==> src/rtl/pwr_blink_led.sv <==
module pwr_blink_led #(
  parameter int SLOT_CYCLES = 12_500_000
) (
  input  logic       clk,
  input  logic       rst_n,
  input  logic       mode_wr,
  input  logic [1:0] mode_in,
  input  logic [5:0] pg_in,
  input  logic       user_led,
  output logic       led
);
  localparam int CW   = $clog2(SLOT_CYCLES);
  localparam int HALF = SLOT_CYCLES / 2;
  localparam logic [CW-1:0] CYC_LAST = CW'(SLOT_CYCLES - 1);
  localparam logic [CW-1:0] CYC_HALF = CW'(HALF);

  logic [1:0]    mode_q;
  logic [5:0]    pg_s1, pg_s2;
  logic [CW-1:0] cyc;
  logic [2:0]    slot;
  logic [2:0]    code_q;
  logic [2:0]    fault;
  logic          slot_end, frame_end, ind_lit;

  assign slot_end  = (cyc == CYC_LAST);
  assign frame_end = slot_end && (slot == 3'd7);

  always_comb begin
    fault = 3'd0;
    for (int i = 5; i >= 0; i--)
      if (!pg_s2[i]) fault = 3'(i + 1);
  end

  always_ff @(posedge clk or negedge rst_n) begin
    if (!rst_n) begin
      mode_q <= 2'b01;
      pg_s1  <= '1;
      pg_s2  <= '1;
      cyc    <= '0;
      slot   <= '0;
      code_q <= '0;
    end else begin
      pg_s1 <= pg_in;
      pg_s2 <= pg_s1;
      if (mode_wr) mode_q <= mode_in;
      if (slot_end) begin
        cyc  <= '0;
        slot <= slot + 3'd1;
      end else begin
        cyc <= cyc + 1'b1;
      end
      if (frame_end) code_q <= fault;
    end
  end

  assign ind_lit = (code_q == 3'd0) || ((slot < code_q) && (cyc < CYC_HALF));

  always_comb begin
    case (mode_q)
      2'b00:   led = 1'b0;
      2'b01:   led = ind_lit;
      2'b10:   led = user_led;
      default: led = 1'b1;
    endcase
  end

  AST_MODE_HOLD: assert property (@(posedge clk) disable iff (!rst_n)
    !mode_wr |=> $stable(mode_q));
  AST_CODE_HOLD: assert property (@(posedge clk) disable iff (!rst_n)
    !frame_end |=> $stable(code_q));
  AST_CODE_RANGE: assert property (@(posedge clk) disable iff (!rst_n)
    code_q <= 3'd6);
  AST_PRIO_TOP: assert property (@(posedge clk) disable iff (!rst_n)
    (frame_end && !pg_s2[0]) |=> (code_q == 3'd1));
  AST_SLOT_WRAP: assert property (@(posedge clk) disable iff (!rst_n)
    slot_end |=> (cyc == '0) && (slot == $past(slot) + 3'd1));
  AST_DARK_SLOT: assert property (@(posedge clk) disable iff (!rst_n)
    (mode_q == 2'b01 && code_q != 3'd0 && slot >= code_q) |-> !led);
endmodule

==> config.mk <==
export PLATFORM = sky130hd
export DESIGN_NAME = pwr_blink_led
export DESIGN_NICKNAME = d
export VERILOG_FILES = /design/src/rtl/pwr_blink_led.sv
export SDC_FILE = /design/constraint.sdc
export NUM_CORES = 1
export LEC_CHECK = 0
export BUFFER_PORTS_ARGS = -buffer_cell sky130_fd_sc_hd__buf_2
export CORE_MARGIN = 5
export CORE_UTILIZATION = 45
export CTS_BUF_LIST = sky130_fd_sc_hd__clkbuf_8
export CTS_CLUSTER_SIZE = 12
export DETAILED_ROUTE_END_ITERATION = 6
export PLACE_DENSITY_LB_ADDON = 0.12
export SLEW_MARGIN = 0
export SYNTH_ARGS = -nofsm -noshare
export SYNTH_HDL_FRONTEND = slang
export SYNTH_SLANG_ARGS = --single-unit
export TNS_END_PERCENT = 30
==> constraint.sdc <==
create_clock -name clk -period 4.5 [get_ports clk]
set_input_delay 1.125 -clock clk [delete_from_list [all_inputs] [get_ports clk]]
set_output_delay 1.125 -clock clk [all_outputs]
set_load 0.1 [all_outputs]
# Yosys cells after proc, flatten, opt, wreduce, memory -nomap -nowiden

Cells that the tools add are included.

Output and inout port bits: 1
Word-level logic and storage cells: 27
Input bits: 12
Flip-flop bits (word level): 44

Equal/unequal tests: 4
Add/subtract/negate cells: 2
Reductions and logical operators: 5
Mux-type cells: 8
$lt $le $gt $ge: 2

Operators with widths:

| kind                                                                            | number |
|---|---|
| 24-bit by 1-bit adder with 24-bit output (second input constant)                | 1 |
| 24-bit == test (second input constant)                                          | 1 |
| 24-bit by 23-bit less-than comparator with 1-bit output (second input constant) | 1 |
| 24-bit two-way mux                                                              | 1 |
| 3-bit two-way mux                                                               | 6 |
| 3-bit by 1-bit adder with 3-bit output (second input constant)                  | 1 |
| 3-bit == test (second input constant)                                           | 1 |
| 3-bit logical NOT                                                               | 1 |
| 3-bit less-than comparator                                                      | 1 |
| 1-bit case mux with 3 select lines                                              | 1 |
| 2-bit by 1-bit == test with 1-bit output (second input constant)                | 1 |
| 2-bit == test (second input constant)                                           | 1 |
| 1-bit logical AND                                                               | 2 |
| 2-bit logical NOT                                                               | 1 |
| 1-bit logical OR                                                                | 1 |

# Longest topological paths before layout

Depth in word-level cells: 6
Depth in mapped cells: 6
Gate-level depth less buffers: 5

# Worst setup path after synthesis

Ideal clock, no wire load.

Path kind: input-to-output
Start point: input user_led
End point: output led
Setup slack: -0.045 ns
Path buffers: 0
Arrival time: 3.420 ns
Cell stages on the path: 2
Cell sequence: a21oi_1 > a221oi_1

Cells in the longest elaborated chain, start to end: 1

Ends and longest elaborated chain:

| what                               | RTL line | source |
|---|---|---|
| start: declaration                 | 9        | `input logic user_led,` |
| 1-bit case mux with 3 select lines | 59       | `case (mode_q)` |
| end: declaration                   | 10       | `output logic led` |

No other way between the ends.

# Worst setup path in the final report

Start point: register cyc[5]
End point: output led

Cells in the longest elaborated chain, start to end: 4

Ends and longest elaborated chain:

| what                                                    | RTL line | source |
|---|---|---|
| start: declaration                                      | 19       | `logic [CW-1:0] cyc;` |
| start signal: assignment                                | 50       | `cyc <= cyc + 1'b1;` |
| 24-bit by 23-bit less-than comparator with 1-bit output | 56       | `assign ind_lit = (code_q == 3'd0) \|\| ((slot < code_q) && (cyc < CYC_HALF));` |
| 1-bit logical AND                                       | 56       |  |
| 1-bit logical OR                                        | 56       |  |
| 1-bit case mux with 3 select lines                      | 59       |  |

No other way between the ends.

==> impl_metrics.env <==
export IMPL_netlist_top_cells_count="31 x dfrtp_1, 14 x a21oi_1, 13 x dfstp_2, 10 x nand3_1, 9 x nand2_1"
export IMPL_crit_slowest_cell="buf_2"
export IMPL_gp_congestion=0.7817
export IMPL_ir_drop_mv=0.2597
export IMPL_ys_seq_area_share_pct=54.95
export IMPL_drive_above_1_share_pct=22.92
export IMPL_grt_pass1_wl_um=6486
export IMPL_slew_headroom_pct=28.06
export IMPL_via_per_inst=5.672
export IMPL_dieWidth_um=77.22
export IMPL_crit_type="reg -> out"
export IMPL_chipHeight_um=77.22
export IMPL_hold_viol_final=0
export IMPL_syn_to_final_growth_pct=11.20
export IMPL_startpoint_type="register"
export IMPL_reg2reg_slack_ns=2.12
export IMPL_drc=0
export IMPL_ys_ff_latch=44
export IMPL_pin_count=13
export IMPL_yosysMostFrequentCell="dfrtp_1"
export IMPL_synth_top_area_cell="dfrtp_1"
export IMPL_hold_class="reg -> reg"
export IMPL_cts_root_buf="clkbuf_8"
export IMPL_grt_usage_pct=13.34
export IMPL_cts_hold_buf=0
export IMPL_maxCapViolations=0
export IMPL_dpl_cell_area_um2=2145
export IMPL_cts_made_buffers=5
export IMPL_finalCriticalPeriod_ns=3.335
export IMPL_cts_tree="yes"
export IMPL_rsz0062_at_grt="false"
export IMPL_fin_total_pwr_w=0.0007394
export IMPL_cts_max_level=2
export IMPL_gr_total_overflow=0
export IMPL_p_leak_nw=0.9745
export IMPL_fin_tns_setup_ns=0
export IMPL_min_period_over_period_pct=74.12
export IMPL_synth_main_ff_cell="dfrtp_1"
export IMPL_cts_resized=0
export IMPL_drtIter0Drc=68
export IMPL_worstPathCellList="nor4_2 > nor2b_1 > o21ai_0 > a221oi_2 > buf_2"
export IMPL_finClkSkew_ns=0.007070
export IMPL_ff2ff_path_depth=4
export IMPL_grt_pass1_vias=1413
export IMPL_max_stage_delay_ns=0.46
export IMPL_post_route_cell_area_um2=2261
export IMPL_floorplan_initialDensity_pct=46.70
export IMPL_clk_pin_slew_ns=0.08
export IMPL_synth_area_um2=2033
export IMPL_synth_area_leaders="dfrtp_1 38%, dfstp_2 17%, a21oi_1 3.4%"
export IMPL_critPathArrivalTime_ns=2.21
export IMPL_die_area_um2=5962
export IMPL_ys_types=36
export IMPL_syn_nets=193
export IMPL_synthArstFlopShare_pct=100.0
export IMPL_fmax_mhz=299.8
export IMPL_drt_total_wl_um=3657
export IMPL_r2r_end="slot[1]"
export IMPL_status="complete, no violations"
export IMPL_ctsLongestPathBuffers=2
export IMPL_nets=208
export IMPL_antenna_left=0
export IMPL_setup_viol=0
export IMPL_antenna_cells=0
export IMPL_post_cts_buffers=0
export IMPL_utilization_pct=51.93
export IMPL_cp_required_ns=3.38
export IMPL_synth_edf_count=0
export IMPL_clk_latency_ns=0.29
export IMPL_drv_slew=0
export IMPL_crit_fanout=6
export IMPL_clock_sinks=44
export IMPL_netlist_instances=176
export IMPL_vias=1384
export IMPL_crit_path_end="led"
export IMPL_wl_per_cell_um=14.99
export IMPL_antenna_found_initial=0
export IMPL_tightest_slew_ns=1.071
export IMPL_startpoint="cyc[5]"
export IMPL_grt_max_degree=45
export IMPL_core_area_um2=4354
export IMPL_portBuffers=12
export IMPL_num_rows=24
export IMPL_synth_warnings=0
export IMPL_power_per_cell_area_nw_per_um2=327.0
export IMPL_end_kind="output pin"
export IMPL_r2r_start="cyc[5]"
export IMPL_dp_hpwl_um=2637
export IMPL_synth_avg_cell_area_um2=11.55
export IMPL_first_pass_iters=4
export IMPL_synth_top_cell_area_share_pct=38.15
[through the flow]
stage / instances / setup WS (ns) / hold WS (ns)
detailed placement: 236 / 1.474 / 0.3468
floorplan: 176 / 0.9231 / 0.3452
global placement: 236 / 1.484 / 0.3453
global route: 244 / 0.9638 / 0.3594
CTS: 244 / 1.139 / 0.3584
finish: 244 / 1.165 / 0.3570
[critical path: cells and delay by family, from the launching register on]
family / cells / cell delay (ns)
simple gates: 2 / 0.61
buf+inv: 1 / 0.46
flops: 1 / 0.45
compound gates: 2 / 0.39
[cell type report]
class,instances,area (um2)
Fill cell,377,2093
Clock inverter,3,47.55
Timing Repair Buffer,12,60.06
Clock buffer,5,68.82
Inverter,8,30.03
Tap cell,52,65.06
Multi-Input combinational cell,120,872.1
Sequential cell,44,1117
[worst min-delay path by stage]
stage               startpoint        to  slack (ns)  depth (start not counted)
floorplan             pg_s1[0]  pg_s2[0]        0.35                          0
global placement      pg_s1[4]  pg_s2[4]        0.35                          0
detailed placement    pg_s1[1]  pg_s2[1]        0.35                          0
CTS                   pg_s1[1]  pg_s2[1]        0.36                          0
global route          pg_s1[1]  pg_s2[1]        0.36                          0
finish                pg_s1[0]  pg_s2[0]        0.36                          0
[layer usage]
metal / up-vias / wire length, um / GRT usage [%]
met5: - / 0 / 0
met4: 0 / 44 / 3.608
met3: 6 / 107 / 3.396
met2: 18 / 1852 / 22.73
met1: 685 / 1653 / 16.69
li1: 675 / - / -
[kinds of logic after synthesis]
kind of cell	after synthesis	share of synthesized area, %
AOI/OAI and AO/OA	31	8.800
xor gates and xnor gates	13	5.600
adders and majority gates	5	3.077
buffers and inverters	12	2.462
DFF	44	54.95
muxes	7	4.123
and+or+nand+nor	64	20.98
[state kept, by name, summed over array words and instances, names as in the netlist]
| register | flops |
|---|---|
| slot | 3 |
| cyc | 24 |
| pg_s1 | 6 |
| code_q | 3 |
| pg_s2 | 6 |
| mode_q | 2 |
[cell usage in the layout, fill, tap and decap left out, types with 3 or more instances in the layout]
master,Yosys,layout
dfrtp_1,31,31
dfstp_2,13,13
mux2_2,3,3
clkbuf_8,0,5
o31ai_1,6,6
nor2_1,7,7
nand4_1,6,6
inv_1,8,8
or4_1,6,6
o21ai_0,7,7
ha_1,5,5
nand2_1,9,9
a21oi_1,14,14
and4_1,4,4
nand3_1,10,10
xnor2_1,6,6
buf_2,0,12
or3_1,4,4
xor2_1,7,7
nor4_1,3,3
[power by group]
| group | internal [W] | switching [W] |
|---|---|---|
| logic | 0.00000773 | 0.0000191 |
| clock network | 0.000167 | 0.000134 |
| registers | 0.000407 | 0.00000387 |
Power figures use the tool's default switching activity.
